### config.mk
export PLATFORM = sky130hd
export DESIGN_NAME = fces_chip_erase
export DESIGN_NICKNAME = d
export VERILOG_FILES = /design/src/rtl/fces_pkg.sv /design/src/rtl/fces_bus_cycle.sv /design/src/rtl/fces_toggle_judge.sv /design/src/rtl/fces_chip_erase.sv
export SDC_FILE = /design/constraint.sdc
export NUM_CORES = 1
export LEC_CHECK = 0
export BUFFER_PORTS_ARGS = -buffer_cell sky130_fd_sc_hd__buf_2
export CORE_MARGIN = 2
export CORE_UTILIZATION = 49
export CTS_CLUSTER_SIZE = 25
export DETAILED_ROUTE_END_ITERATION = 8
export PLACE_DENSITY = 0.73
export SLEW_MARGIN = 20
export SYNTH_ARGS = -nofsm -noshare
export SYNTH_HDL_FRONTEND = slang
export SYNTH_HIERARCHICAL = 1
export SYNTH_SLANG_ARGS = --single-unit
### constraint.sdc
create_clock -name clk -period 3 [get_ports clk]
set_input_delay 0.15 -clock clk [delete_from_list [all_inputs] [get_ports clk]]
set_output_delay 0.15 -clock clk [all_outputs]
set_load 0.005 [all_outputs]
### src/rtl/fces_pkg.sv
package fces_pkg;

  localparam int unsigned NSTEPS = 6;
  localparam int unsigned SW     = 3;

  typedef enum logic [1:0] {PH_IDLE, PH_SETUP, PH_STROBE, PH_HOLD} phase_t;
  typedef enum logic [1:0] {SQ_IDLE, SQ_WRITE, SQ_POLL} seq_t;

  // Command offset per step: unlock pairs use both, the rest use 0x555.
  function automatic logic [11:0] step_off(input logic [SW-1:0] i);
    case (i)
      3'd1, 3'd4: step_off = 12'h2AA;
      default:    step_off = 12'h555;
    endcase
  endfunction

  function automatic logic [7:0] step_dat(input logic [SW-1:0] i);
    case (i)
      3'd0, 3'd3: step_dat = 8'hAA;
      3'd1, 3'd4: step_dat = 8'h55;
      3'd2:       step_dat = 8'h80;
      default:    step_dat = 8'h10;
    endcase
  endfunction

endpackage

### src/rtl/fces_bus_cycle.sv
module fces_bus_cycle
  import fces_pkg::*;
#(
  parameter int unsigned AW = 20,
  parameter int unsigned CW = 4
) (
  input  logic          clk,
  input  logic          rst,
  input  logic          req,
  input  logic          rd,
  input  logic [AW-1:0] addr,
  input  logic [7:0]    wdat,
  input  logic [CW-1:0] t_setup,
  input  logic [CW-1:0] t_strobe,
  input  logic [CW-1:0] t_hold,
  input  logic [7:0]    dq_i,
  output logic [AW-1:0] bus_addr,
  output logic [7:0]    bus_dq_o,
  output logic          bus_dq_oe,
  output logic          bus_ce_n,
  output logic          bus_we_n,
  output logic          bus_oe_n,
  output logic          ack,
  output logic [7:0]    rdata
);

  localparam logic [CW-1:0] ONE = CW'(1);

  phase_t        ph;
  logic [CW-1:0] cnt;
  logic          rd_q;

  // Remaining-count load value: a zero count is stretched to one clock.
  function automatic logic [CW-1:0] load_of(input logic [CW-1:0] c);
    load_of = (c == '0) ? '0 : c - ONE;
  endfunction

  always_ff @(posedge clk) begin
    if (rst) begin
      ph        <= PH_IDLE;
      cnt       <= '0;
      rd_q      <= 1'b0;
      bus_addr  <= '0;
      bus_dq_o  <= '0;
      bus_dq_oe <= 1'b0;
      bus_ce_n  <= 1'b1;
      bus_we_n  <= 1'b1;
      bus_oe_n  <= 1'b1;
      ack       <= 1'b0;
      rdata     <= '0;
    end else begin
      ack <= 1'b0;
      case (ph)
        PH_IDLE: if (req) begin
          rd_q      <= rd;
          bus_addr  <= addr;
          bus_dq_o  <= wdat;
          bus_dq_oe <= !rd;
          bus_ce_n  <= 1'b0;
          cnt       <= load_of(t_setup);
          ph        <= PH_SETUP;
        end
        PH_SETUP: begin
          if (cnt == '0) begin
            bus_we_n <= rd_q;
            bus_oe_n <= !rd_q;
            cnt      <= load_of(t_strobe);
            ph       <= PH_STROBE;
          end else cnt <= cnt - ONE;
        end
        PH_STROBE: begin
          if (cnt == '0) begin
            if (rd_q) rdata <= dq_i;
            bus_we_n <= 1'b1;
            bus_oe_n <= 1'b1;
            cnt      <= load_of(t_hold);
            ph       <= PH_HOLD;
          end else cnt <= cnt - ONE;
        end
        default: begin
          if (cnt == '0) begin
            bus_ce_n  <= 1'b1;
            bus_dq_oe <= 1'b0;
            ack       <= 1'b1;
            ph        <= PH_IDLE;
          end else cnt <= cnt - ONE;
        end
      endcase
    end
  end

  p_we_oe_excl_r4: assert property (@(posedge clk) disable iff (rst)
    !(!bus_we_n && !bus_oe_n));
  p_strobe_in_ce_r4: assert property (@(posedge clk) disable iff (rst)
    (!bus_we_n || !bus_oe_n) |-> !bus_ce_n);
  p_no_drive_on_read_r2: assert property (@(posedge clk) disable iff (rst)
    !bus_oe_n |-> !bus_dq_oe);
  p_addr_stable_r3: assert property (@(posedge clk) disable iff (rst)
    (!bus_ce_n && $past(!bus_ce_n)) |-> $stable(bus_addr));

endmodule

### src/rtl/fces_toggle_judge.sv
module fces_toggle_judge #(
  parameter int unsigned TW = 16
) (
  input  logic          clk,
  input  logic          rst,
  input  logic          clear,
  input  logic          smp_vld,
  input  logic          smp_bit,
  input  logic [TW-1:0] limit,
  output logic          settled,
  output logic          expired
);

  logic          have_prev;
  logic          prev;
  logic [TW-1:0] toggles;
  logic          flip;

  assign flip    = smp_vld && have_prev && (smp_bit != prev);
  assign settled = smp_vld && have_prev && (smp_bit == prev);
  assign expired = flip && (({1'b0, toggles} + 1'b1) >= {1'b0, limit});

  always_ff @(posedge clk) begin
    if (rst || clear) begin
      have_prev <= 1'b0;
      prev      <= 1'b0;
      toggles   <= '0;
    end else if (smp_vld) begin
      have_prev <= 1'b1;
      prev      <= smp_bit;
      if (flip) toggles <= toggles + 1'b1;
    end
  end

  p_no_verdict_first_r8: assert property (@(posedge clk) disable iff (rst)
    (smp_vld && !have_prev) |-> !(settled || expired));

endmodule

### src/rtl/fces_chip_erase.sv
module fces_chip_erase
  import fces_pkg::*;
#(
  parameter int unsigned AW = 20,
  parameter int unsigned CW = 4,
  parameter int unsigned TW = 16
) (
  input  logic          clk,
  input  logic          rst,
  input  logic          start,
  input  logic [AW-1:0] base_addr,
  input  logic [CW-1:0] t_setup,
  input  logic [CW-1:0] t_strobe,
  input  logic [CW-1:0] t_hold,
  input  logic          poll_en,
  input  logic [TW-1:0] timeout_lim,
  input  logic [7:0]    flash_dq_i,
  output logic [AW-1:0] flash_addr,
  output logic [7:0]    flash_dq_o,
  output logic          flash_dq_oe,
  output logic          flash_ce_n,
  output logic          flash_we_n,
  output logic          flash_oe_n,
  output logic          busy,
  output logic          done,
  output logic          timeout_err
);

  localparam logic [SW-1:0] LAST = SW'(NSTEPS - 1);

  seq_t          sq;
  logic [SW-1:0] step;
  logic          req, rd, clr;
  logic [AW-1:0] base_q;
  logic [AW-1:0] cyc_addr;
  logic          ack;
  logic [7:0]    rdata;
  logic          settled, expired;

  assign cyc_addr = (sq == SQ_POLL) ? base_q : base_q + AW'(step_off(step));

  fces_bus_cycle #(.AW(AW), .CW(CW)) u_bus (
    .clk(clk), .rst(rst), .req(req), .rd(rd), .addr(cyc_addr),
    .wdat(step_dat(step)), .t_setup(t_setup), .t_strobe(t_strobe),
    .t_hold(t_hold), .dq_i(flash_dq_i), .bus_addr(flash_addr),
    .bus_dq_o(flash_dq_o), .bus_dq_oe(flash_dq_oe), .bus_ce_n(flash_ce_n),
    .bus_we_n(flash_we_n), .bus_oe_n(flash_oe_n), .ack(ack), .rdata(rdata)
  );

  fces_toggle_judge #(.TW(TW)) u_judge (
    .clk(clk), .rst(rst), .clear(clr),
    .smp_vld(ack && (sq == SQ_POLL)), .smp_bit(rdata[6]),
    .limit(timeout_lim), .settled(settled), .expired(expired)
  );

  always_ff @(posedge clk) begin
    if (rst) begin
      sq          <= SQ_IDLE;
      step        <= '0;
      req         <= 1'b0;
      rd          <= 1'b0;
      clr         <= 1'b0;
      base_q      <= '0;
      busy        <= 1'b0;
      done        <= 1'b0;
      timeout_err <= 1'b0;
    end else begin
      req  <= 1'b0;
      done <= 1'b0;
      clr  <= 1'b0;
      case (sq)
        SQ_IDLE: if (start) begin
          base_q      <= base_addr;
          busy        <= 1'b1;
          timeout_err <= 1'b0;
          step        <= '0;
          rd          <= 1'b0;
          req         <= 1'b1;
          clr         <= 1'b1;
          sq          <= SQ_WRITE;
        end
        SQ_WRITE: if (ack) begin
          if (step == LAST) begin
            if (poll_en) begin
              rd  <= 1'b1;
              req <= 1'b1;
              sq  <= SQ_POLL;
            end else begin
              busy <= 1'b0;
              done <= 1'b1;
              sq   <= SQ_IDLE;
            end
          end else begin
            step <= step + 1'b1;
            req  <= 1'b1;
          end
        end
        default: if (ack) begin
          if (settled || expired) begin
            timeout_err <= expired;
            busy        <= 1'b0;
            done        <= 1'b1;
            sq          <= SQ_IDLE;
          end else req <= 1'b1;
        end
      endcase
    end
  end

  p_busy_from_start_r5: assert property (@(posedge clk) disable iff (rst)
    $rose(busy) |-> $past(start));
  p_done_ends_busy_r5: assert property (@(posedge clk) disable iff (rst)
    done |-> (!busy && $past(busy)));
  p_done_single_r5: assert property (@(posedge clk) disable iff (rst)
    done |=> !done);
  p_start_ignored_r6: assert property (@(posedge clk) disable iff (rst)
    (busy && start) |=> $stable(base_q));
  p_idle_bus_quiet_r4: assert property (@(posedge clk) disable iff (rst)
    !busy |-> flash_ce_n);
  p_err_at_done_r9: assert property (@(posedge clk) disable iff (rst)
    $rose(timeout_err) |-> done);

endmodule

Word level (Yosys, flattened, before mapping)
Cells that the tools add are included.
- $add $sub $neg: 8
- order comparisons: 1
- equality and inequality tests: 21
- multiplexer cells: 66
- bitwise gates (word level): 3
- reductions and logical operators: 40
- operators by type and width (cell ; number):
    1-bit 2-to-1 mux ; 30
    4-bit 2-to-1 mux ; 7
    8-bit case mux with 3 select lines ; 1
    20-bit by 12-bit adder with 20-bit output ; 1
    2-bit 2-to-1 mux ; 10
    20-bit 2-to-1 mux ; 1
    1-bit case mux with 2 select lines ; 9
    16-bit by 1-bit adder with 17-bit output, second input constant ; 1
    17-bit by 16-bit greater-or-equal comparator with 1-bit output ; 1
    16-bit by 1-bit adder with 16-bit output, second input constant ; 1
    4-bit zero test ; 4
    4-bit by 1-bit subtractor with 4-bit output, second input constant ; 4
    2-bit != test, second input constant ; 6
    4-bit case mux with 3 select lines ; 1
    4-bit AND reduction ; 3
    11-bit 2-to-1 mux ; 1
    5-bit AND reduction ; 2
    2-bit nonzero test ; 5
    3-bit 2-to-1 mux ; 3
    3-bit AND reduction ; 3
    2-bit AND reduction ; 4
    2-bit OR reduction ; 4
    3-bit by 2-bit equality test with 1-bit output, second input constant ; 2
    3-bit equality test, second input constant ; 2
    20 further kinds ; 33
- flip-flop bits (word level): 96
- input port bits: 60
- output and inout port bits: 35
- word-level logic and storage cells: 162

Logic depth before layout (Yosys ltp)
Gate-level depths: netlist of the first run.
- depth in word-level cells: 9
- gate-level depth with buffers: 17

Cells and area by module
The synthesis of the first run kept the hierarchy.
- modules (own cells, without submodules) (module ; instances ; cells each ; area each (µm²) ; sequential area each (µm²)):
    fces_chip_erase ; 1 ; 322 ; 2408.6 ; 620.6
    fces_bus_cycle ; 1 ; 280 ; 2219.6 ; 960.9
    fces_toggle_judge ; 1 ; 180 ; 1408.9 ; 360.3

Least setup slack after synthesis of the first run
Ideal clock, no wire load.
- path type: reg2reg
- start: register step[0]
- end: register u_bus.bus_addr[15]
- library setup time: 0.132 ns
- arrival: 2.970 ns
- data required time: 2.868 ns
- setup slack: -0.102 ns
- stages on the path, launching flop included: 17
- path buffers: 2
- path through: dfxtp_1 -> inv_1 -> ha_1 -> mux2i_4 -> inv_4 -> buf_6 -> ha_1 -> clkbuf_2 -> nor4bb_1 -> mux2i_1 -> a311oi_1 -> a21oi_1 -> a21oi_2 -> nand4_1 -> xnor2_1 -> nand2_1 -> a21oi_1
- word-level cells in the longest chain between the ends: 5
- elaborated cells on any way between the ends: 6
- classes of those cells: add/sub (1); eq/ne (2); mux (2); reduce/logical (1)
- ends and longest elaborated chain (item ; line ; source):
    from (decl) ; fces_chip_erase.sv:32 ; logic [SW-1:0] step;
    from (signal assigned) ; fces_chip_erase.sv:94 ; step <= step + 1'b1;
    3-bit by 1-bit equality test with 1-bit output / 3-bit equality test (equally long branches) ; fces_pkg.sv:11 ; case (i)
    2-bit OR reduction * ; fces_pkg.sv:11 ;
    11-bit 2-to-1 mux * ; fces_pkg.sv:11 ;
    20-bit by 12-bit adder with 20-bit output * ; fces_chip_erase.sv:40 ; assign cyc_addr = (sq == SQ_POLL) ? base_q : base_q + AW'(step_off(step));
    20-bit 2-to-1 mux * ; fces_chip_erase.sv:40 ;
    named net cyc_addr[15] ; fces_chip_erase.sv:35 ; logic [AW-1:0] cyc_addr;
    to (signal assigned) ; fces_bus_cycle.sv:56 ; bus_addr <= addr;
    to (decl) ; fces_bus_cycle.sv:17 ; output logic [AW-1:0] bus_addr,
Mark *: on every way through the listed nets, which the timed path passes. The rest lies on a longest branch.
A chain may end at the register's enable or synchronous reset.

Worst setup path after layout of the first run
- start: register u_judge.toggles[0]
- end: register req
- word-level cells in the longest chain between the ends: 7
- ends and longest elaborated chain (item ; line ; source):
    from (decl) ; fces_toggle_judge.sv:16 ; logic [TW-1:0] toggles;
    from (signal assigned) ; fces_toggle_judge.sv:31 ; if (flip) toggles <= toggles + 1'b1;
    16-bit by 1-bit adder with 17-bit output ; fces_toggle_judge.sv:21 ; assign expired = flip && (({1'b0, toggles} + 1'b1) >= {1'b0, limit});
    17-bit by 16-bit greater-or-equal comparator with 1-bit output ; fces_toggle_judge.sv:21 ;
    1-bit logical AND ; fces_toggle_judge.sv:21 ;
    named net expired ; fces_chip_erase.sv:38 ; logic settled, expired;
    1-bit logical OR ; fces_chip_erase.sv:99 ; if (settled || expired) begin
    1-bit 2-to-1 mux ; fces_chip_erase.sv:99 ;
    1-bit 2-to-1 mux ; fces_chip_erase.sv:98 ; default: if (ack) begin
    1-bit case mux with 2 select lines ; fces_chip_erase.sv:71 ; case (sq)
    to (signal assigned) ; fces_chip_erase.sv:68 ; req <= 1'b0;
    to (signal assigned) ; fces_chip_erase.sv:78 ; req <= 1'b1;
    to (signal assigned) ; fces_chip_erase.sv:104 ; end else req <= 1'b1;
    to (decl) ; fces_chip_erase.sv:33 ; logic req, rd, clr;
The timed path passes the listed nets, and every way through them passes these cells.

==> impl_metrics.ini, run 1 <==
[setup_path]
criticalPathCategory = flop to flop
critPathMaxFanout = 4
cpMaxStageDelayCell = sky130_fd_sc_hd__a2111oi_4
worst_path_largest_cell_delay_ns = 0.35
worst_r2r_endpoint = req$_SDFF_PP0_
regToRegSetupSlack_ns = 0.16
crit_path_cell_trace = ha_1, and4_4, nand3_1, xnor2_2, ha_1, a21o_1, a2111oi_4, a21oi_1, nand2b_4, o31ai_1, nand2b_1, a21oi_1
reg2reg_from = u_judge/toggles[0]$_SDFFE_PP0P_
crit_path_capture_type = flop
timing.critical_path.arrival_ns = 3.11
ff2ff_path_depth = 12
required_ns = 3.26
startpoint_type = flop

[synth]
synthesis.yosys.warnings = 6
syn-cell-area_um2 = 5800
synthesis.nets = 862
syn-instance-count = 761
avgSynthCellArea_um2 = 7.62

[placement]
placed_cells_incl_taps = 984
portBuffers = 87
place_congestion = 0.860
placed_wire_length_estimate_mm = 10.9

[drt]
detailedRoute.firstIterationViolations = 335
drtPass1Iterations = 5
via_count = 5490
wl_met1_mm = 6.67
drt_drc_violations_left = 0
wl_mm = 14.4
met2RoutedLength_mm = 6.76
via_per_inst = 5.48
highest-signal-layer = met4
drt.antenna.violating_nets = 0
route.met3.wl_um = 750
drt-wirelength-per-cell_um = 14.4

[floorplan]
initial_cell_density_of_the_core_pct = 50.6
ios = 95
fp.dieH_um = 113
row_count = 39
core-area_um2 = 11500
design.die.area_um2 = 12700
die_x_um = 113

[timing]
finalMaxSlewViolations = 0
hold_violation_total_from_the_final_report = 0
clock_skew_ns = 0.00694
timing.max_slew.rel_slack_pct = 34.3
post-route-min-period_ns = 2.84
timing.final.crit_share_pct = 94.8
worst-slew-pin-transition_ns = 0.982
maxClockFrequency_mhz = 352
setup_viol = 0

[final_layout]
insertedDiodeCount = 0
design.final.nets = 956
final-instance-count-excl-fill = 1002
layout-area-overhead-vs-synth_pct = 21.1
post_route_cells_drive_above_1_share_pct = 22.1

[power_and_ir_drop]
ir_worst_vdd_v = 0.000432
combinational_group_share_of_total_power_pct = 27.9
total_leakage_power_nw = 3.01
clock_power_share_pct = 34.3
power.density_cell_area_nw_per_um2 = 532
sequential_power_share_pct = 37.8
sw_frac_of_total_pct = 32.1
total_power_mw = 3.74
cellInternalPower_mw = 2.54
switching_power_mw = 1.20

[cts]
tritoncts_clock_tree = done
cts_buffer_depth = 2
clk_pin_slew_worst_paths_ns = 0.06
cts-root-buf = sky130_fd_sc_hd__clkbuf_16
clock_sinks = 90
maximum_level_of_the_cts_h_tree = 3
number_of_clock_buffers_inserted_by_tritoncts = 9
clock_latency_ns = 0.34

[global_route]
via_count_of_the_first_global_routing_pass = 5202
grt_first_pass_wirelength_mm = 23.9
maximum_number_of_pins_on_one_net_before_global_route_repair = 32
grt_util_all_layers_pct = 22.7
antenna_found_initial = 0
grt_overflow_total = 0

[run]
max_cap_viol_count = 0

[worst_hold_path]
hold_path_end = base_q[2]$_SDFFE_PP0P_
hold_path.class = primary input to flop
worst_hold_startpoint = base_addr[2]
worst_hold_path.num_cells = 3

[run_status]
status = finished, final reports clean
## metal layers
layer / vias to the layer above / track usage [%]
li1: 2750 / -
met1: 2556 / 30.2
met2: 160 / 37.9
met3: 24 / 3.86
met4: 0 / 6.59
met5: - / 0
## registers in the layout, indices dropped and copies added, names as in the netlist
| register | cells |
|---|---|
| u_bus/ack | 1 |
| u_judge/prev | 1 |
| u_bus/cnt | 4 |
| u_bus/rd_q | 1 |
| u_bus/bus_ce_n | 1 |
| u_bus/bus_dq_oe | 1 |
| u_bus/rdata | 1 |
| u_bus/bus_dq_o | 8 |
| u_judge/have_prev | 1 |
| u_bus/bus_oe_n | 1 |
| clr | 1 |
| timeout_err | 1 |
| req | 1 |
| busy | 1 |
| rd | 1 |
| u_bus/ph | 2 |
| done | 1 |
| u_judge/toggles | 16 |
| sq | 2 |
| step | 3 |
| base_q | 20 |
| u_bus/bus_addr | 20 |
| u_bus/bus_we_n | 1 |
## power groups by stage
stage | clock, mW | sequential (mW) | combinational, mW
5_1_grt | 1.37 | 1.43 | 1.17
3_5_place_dp | 0 | 1.44 | 1.02
3_3_place_gp | 0 | 1.43 | 0.983
2_1_floorplan | 0 | 1.41 | 0.758
6_report | 1.28 | 1.41 | 1.04
4_1_cts | 1.30 | 1.41 | 1.02
## metrics by stage
| stage | util, % | hold WS (ns) | setup WS, ns | instance area [um^2] | TNS, ns |
|---|---|---|---|---|---|
| final | 61.2 | 0.0394 | 0.157 | 7020 | 0 |
| after global routing | 61.2 | 0.0427 | -0.0227 | 7020 | -0.0434 |
| after global placement | 56.6 | 0.390 | 0.0273 | 6490 | 0 |
| after CTS | 59.6 | 0.0357 | 0.0274 | 6830 | 0 |
| after detailed placement | 56.6 | 0.398 | -0.0561 | 6490 | -0.0794 |
| after floorplan | - | 0.229 | 0.0291 | 5820 | 0 |
## worst max-delay path by stage
stage                                         start                               to  slack (ns)  cells after the start
CTS                 u_judge/toggles[8]$_SDFFE_PP0P_                busy$_SDFFE_PP0P_        0.03                     15
detailed placement  u_judge/toggles[8]$_SDFFE_PP0P_                busy$_SDFFE_PP0P_       -0.06                     15
floorplan                      step[1]$_SDFFE_PP0P_  u_bus/bus_addr[15]$_SDFFE_PP0P_        0.03                     16
global route                   step[0]$_SDFFE_PP0P_  u_bus/bus_addr[15]$_SDFFE_PP0P_       -0.02                     15
finish              u_judge/toggles[0]$_SDFFE_PP0P_                   req$_SDFF_PP0_        0.16                     12
global placement    u_judge/toggles[0]$_SDFFE_PP0P_                busy$_SDFFE_PP0P_        0.03                     15
## timing repair
item | CTS | global route
cloned | 0 | 0
hold buffers | 0 | 0
gates resized for setup | 2 | 39
pin swaps | 0 | 15
buffers inserted | 0 | 3
endpoints found under the setup margin | 3 | 16
## area by class of cell
type | count | area [um^2]
Fill cell | 1006 | 4440
Multi-Input combinational cell | 591 | 3830
Sequential cell | 90 | 1810
Timing Repair Buffer | 124 | 721
Clock buffer | 10 | 229
Tap cell | 143 | 179
Inverter | 39 | 151
Clock inverter | 5 | 104
## cells in the final DEF, fill, tap and decap left out, types with 3 or more instances in the layout
master and instances:
sky130_fd_sc_hd__a21oi_2 4, sky130_fd_sc_hd__a211oi_1 4, sky130_fd_sc_hd__xor2_1 19, sky130_fd_sc_hd__inv_1 35, sky130_fd_sc_hd__bufinv_16 3, sky130_fd_sc_hd__a31oi_1 7, sky130_fd_sc_hd__o21ai_2 4, sky130_fd_sc_hd__nand2_1 152
sky130_fd_sc_hd__dfxtp_1 87, sky130_fd_sc_hd__o32ai_1 3, sky130_fd_sc_hd__a21o_1 4, sky130_fd_sc_hd__buf_2 87, sky130_fd_sc_hd__ha_1 37, sky130_fd_sc_hd__o2111ai_1 3, sky130_fd_sc_hd__and4_1 4, sky130_fd_sc_hd__xnor2_1 39
sky130_fd_sc_hd__nand2b_1 15, sky130_fd_sc_hd__a311oi_1 3, sky130_fd_sc_hd__nor2_2 3, sky130_fd_sc_hd__and2_1 6, sky130_fd_sc_hd__nand4_1 7, sky130_fd_sc_hd__mux2i_1 10, sky130_fd_sc_hd__a21oi_1 84, sky130_fd_sc_hd__nand3_1 21
sky130_fd_sc_hd__clkbuf_16 9, sky130_fd_sc_hd__o21ai_0 12, sky130_fd_sc_hd__nor3_1 12, sky130_fd_sc_hd__nor2b_1 11, sky130_fd_sc_hd__buf_4 35, sky130_fd_sc_hd__nor2_1 67, sky130_fd_sc_hd__ha_4 4, sky130_fd_sc_hd__o22ai_1 5
## worst max-delay path: cells and delay by family, from the launching register on
kind | cells | cell delay [ns]
AND/OR/NAND/NOR | 4 | 0.65
AO/OA/AOI/OAI | 5 | 1.12
XOR/XNOR | 1 | 0.17
flip-flops | 1 | 0.34
adder cells (fa/ha/maj) | 2 | 0.50
No activity file was read; power rests on OpenSTA's default activity.
==> run 2, diff against run 1 <==
CORE_UTILIZATION = 38   (was 49)
PLACE_DENSITY = default   (was 0.73)
==> impl_metrics.ini, run 2 (synthesized netlist as in run 1, its figures left out) <==
[global_route]
grt_overflow_total = 0
grt_first_pass_wirelength_mm = 23.3
maximum_number_of_pins_on_one_net_before_global_route_repair = 44
antenna_found_initial = 0
grt_util_all_layers_pct = 17.7
via_count_of_the_first_global_routing_pass = 4960

[setup_path]
cp_num_buf_inv = 1
crit_path_cell_trace = and4_2, and3_4, nand3_1, xnor2_1, ha_1, nand2_2, buf_4, nor3_2, nand2_1, a21oi_1, nand2b_4, o21ai_1, nand2_1, o21ai_2, o21ai_2, a21oi_2
crit_path_capture_type = flop
worst_path_largest_cell_delay_ns = 0.32
timing.critical_path.arrival_ns = 3.01
cpMaxStageDelayCell = sky130_fd_sc_hd__dfxtp_1
startpoint_type = flop
required_ns = 3.20
criticalPathCategory = flop to flop
critPathMaxFanout = 4
timing.critical_path.max_delay_family = simple AND/OR/NAND/NOR gates

[final_layout]
post_route_cells_drive_above_1_share_pct = 23.0
insertedDiodeCount = 0
largest_registers = base_q: 20 flops, u_bus/bus_addr: 20 flops, u_judge/toggles: 16 flops
mostFrequentLayoutCells = sky130_fd_sc_hd__nand2_1, sky130_fd_sc_hd__dfxtp_1, sky130_fd_sc_hd__buf_2
layout_commonest_cell = sky130_fd_sc_hd__nand2_1
layout-area-overhead-vs-synth_pct = 22.1
design.final.nets = 964
fill_cells = 1587

[timing]
maxClockFrequency_mhz = 356
post-route-min-period_ns = 2.81
timing.final.crit_share_pct = 93.5
setup_tns_ns = 0
clock_skew_ns = 0.00695
timing.max_slew.rel_slack_pct = 37.6
setup_viol = 0
finalMaxSlewViolations = 0
hold_violation_total_from_the_final_report = 0
worst-slew-pin-transition_ns = 0.934

[cts]
number_of_clock_buffers_inserted_by_tritoncts = 9
cts_buffer_depth = 2
tritoncts_clock_tree = done
maximum_level_of_the_cts_h_tree = 3
clock_sinks = 90
cts-root-buf = sky130_fd_sc_hd__clkbuf_16
clk_pin_slew_worst_paths_ns = 0.06
clock_latency_ns = 0.34

[floorplan]
initial_cell_density_of_the_core_pct = 38.6
fp.dieH_um = 128
die_x_um = 128
core-area_um2 = 15000
design.die.area_um2 = 16300
row_count = 45
ios = 95

[power_and_ir_drop]
total_power_mw = 3.65
ir_worst_vdd_v = 0.000349
power.density_cell_area_nw_per_um2 = 516
total_leakage_power_nw = 3.01

[run_status]
status = finished, final reports clean

[drt]
drtPass1Iterations = 4
drt-wirelength-per-cell_um = 13.3
drt.antenna.violating_nets = 0
wl_mm = 14.1
drt_drc_violations_left = 0
via_per_inst = 5.05
via_count = 5334
detailedRoute.firstIterationViolations = 255

[run]
max_cap_viol_count = 0

[placement]
place_congestion = 0.819
portBuffers = 87
placed_wire_length_estimate_mm = 10.5

[worst_hold_path]
hold_path.class = primary input to flop
## run 2: cell types whose count changed in the layout (fill, tap and decap cells not counted), sizes merged
cell / change
buf: +8
bufinv: -1
clkbuf: +1
clkinvlp: +1
## run 2: final cells by class
cell class | count | area, um^2 | share of cell area (%)
clock buffer | 11 | 243 | 3.43
multi-input combinational | 591 | 3790 | 53.6
inverter | 39 | 149 | 2.10
sequential | 90 | 1810 | 25.5
clock inverter | 5 | 77.6 | 1.10
tap | 188 | 235 | 3.32
timing repair buffer | 132 | 777 | 11.0
## run 2: worst paths after layout
| kind | start | endpoint | slack [ns] | cells past startpoint |
|---|---|---|---|---|
| min reg2reg | u_bus/bus_addr[2]$_SDFFE_PP0P_ | u_bus/bus_addr[2]$_SDFFE_PP0P_ | 0.45 | 2 |
| max reg2reg | u_judge/toggles[8]$_SDFFE_PP0P_ | busy$_SDFFE_PP0P_ | 0.19 | 16 |
| min | flash_dq_i[6] | u_bus/rdata[6]$_SDFFE_PP0P_ | 0.05 | 3 |
| max | u_judge/toggles[8]$_SDFFE_PP0P_ | busy$_SDFFE_PP0P_ | 0.19 | 16 |
## run 2: metrics by stage
| stage | instances | instance area, um^2 | setup slack (ns) | hold WS, ns | utilization (%) |
|---|---|---|---|---|---|
| after floorplan | 761 | 5820 | 0.0291 | 0.229 | - |
| after global placement | 1039 | 6620 | -0.0778 | 0.398 | 44.1 |
| after detailed placement | 1039 | 6620 | -0.0542 | 0.400 | 44.1 |
| after CTS | 1055 | 6950 | 0.0380 | 0.0346 | 46.3 |
| after global routing | 1056 | 7080 | -0.0675 | 0.0528 | 47.1 |
| final | 1056 | 7080 | 0.194 | 0.0456 | 47.1 |
## run 2: worst register-to-register path, cell delays in order (launching register included)
cell                       delay [ns]
sky130_fd_sc_hd__dfxtp_1         0.32
sky130_fd_sc_hd__and4_2          0.28
sky130_fd_sc_hd__and3_4          0.22
sky130_fd_sc_hd__nand3_1         0.09
sky130_fd_sc_hd__xnor2_1         0.14
sky130_fd_sc_hd__ha_1            0.32
sky130_fd_sc_hd__nand2_2         0.07
sky130_fd_sc_hd__buf_4           0.13
sky130_fd_sc_hd__nor3_2          0.23
sky130_fd_sc_hd__nand2_1         0.08
sky130_fd_sc_hd__a21oi_1         0.14
sky130_fd_sc_hd__nand2b_4        0.16
sky130_fd_sc_hd__o21ai_1         0.07
sky130_fd_sc_hd__nand2_1         0.11
sky130_fd_sc_hd__o21ai_2         0.07
sky130_fd_sc_hd__o21ai_2         0.15
sky130_fd_sc_hd__a21oi_2         0.07
## run 2: what timing repair did
item,in CTS,in global routing
cloned,0,0
gates resized for setup,4,30
hold endpoints to repair,0,0
setup buffers,0,1
endpoints found under the setup margin,4,14
hold buffers,0,0
pin swaps,1,10
## run 2: report_power, final
group | leakage [nW] | total (mW) | internal, mW | switching [mW]
Clock | 0.156 | 1.21 | 0.750 | 0.463
Combinational | 2.12 | 1.03 | 0.428 | 0.606
Sequential | 0.734 | 1.41 | 1.30 | 0.107
Total | 3.01 | 3.65 | 2.48 | 1.18
## run 2: per-layer routing
layer  track usage, %  wire (um)
met5                0          0
met4             4.40        187
met3             4.31        540
met2             28.7       6490
met1             23.8       6870
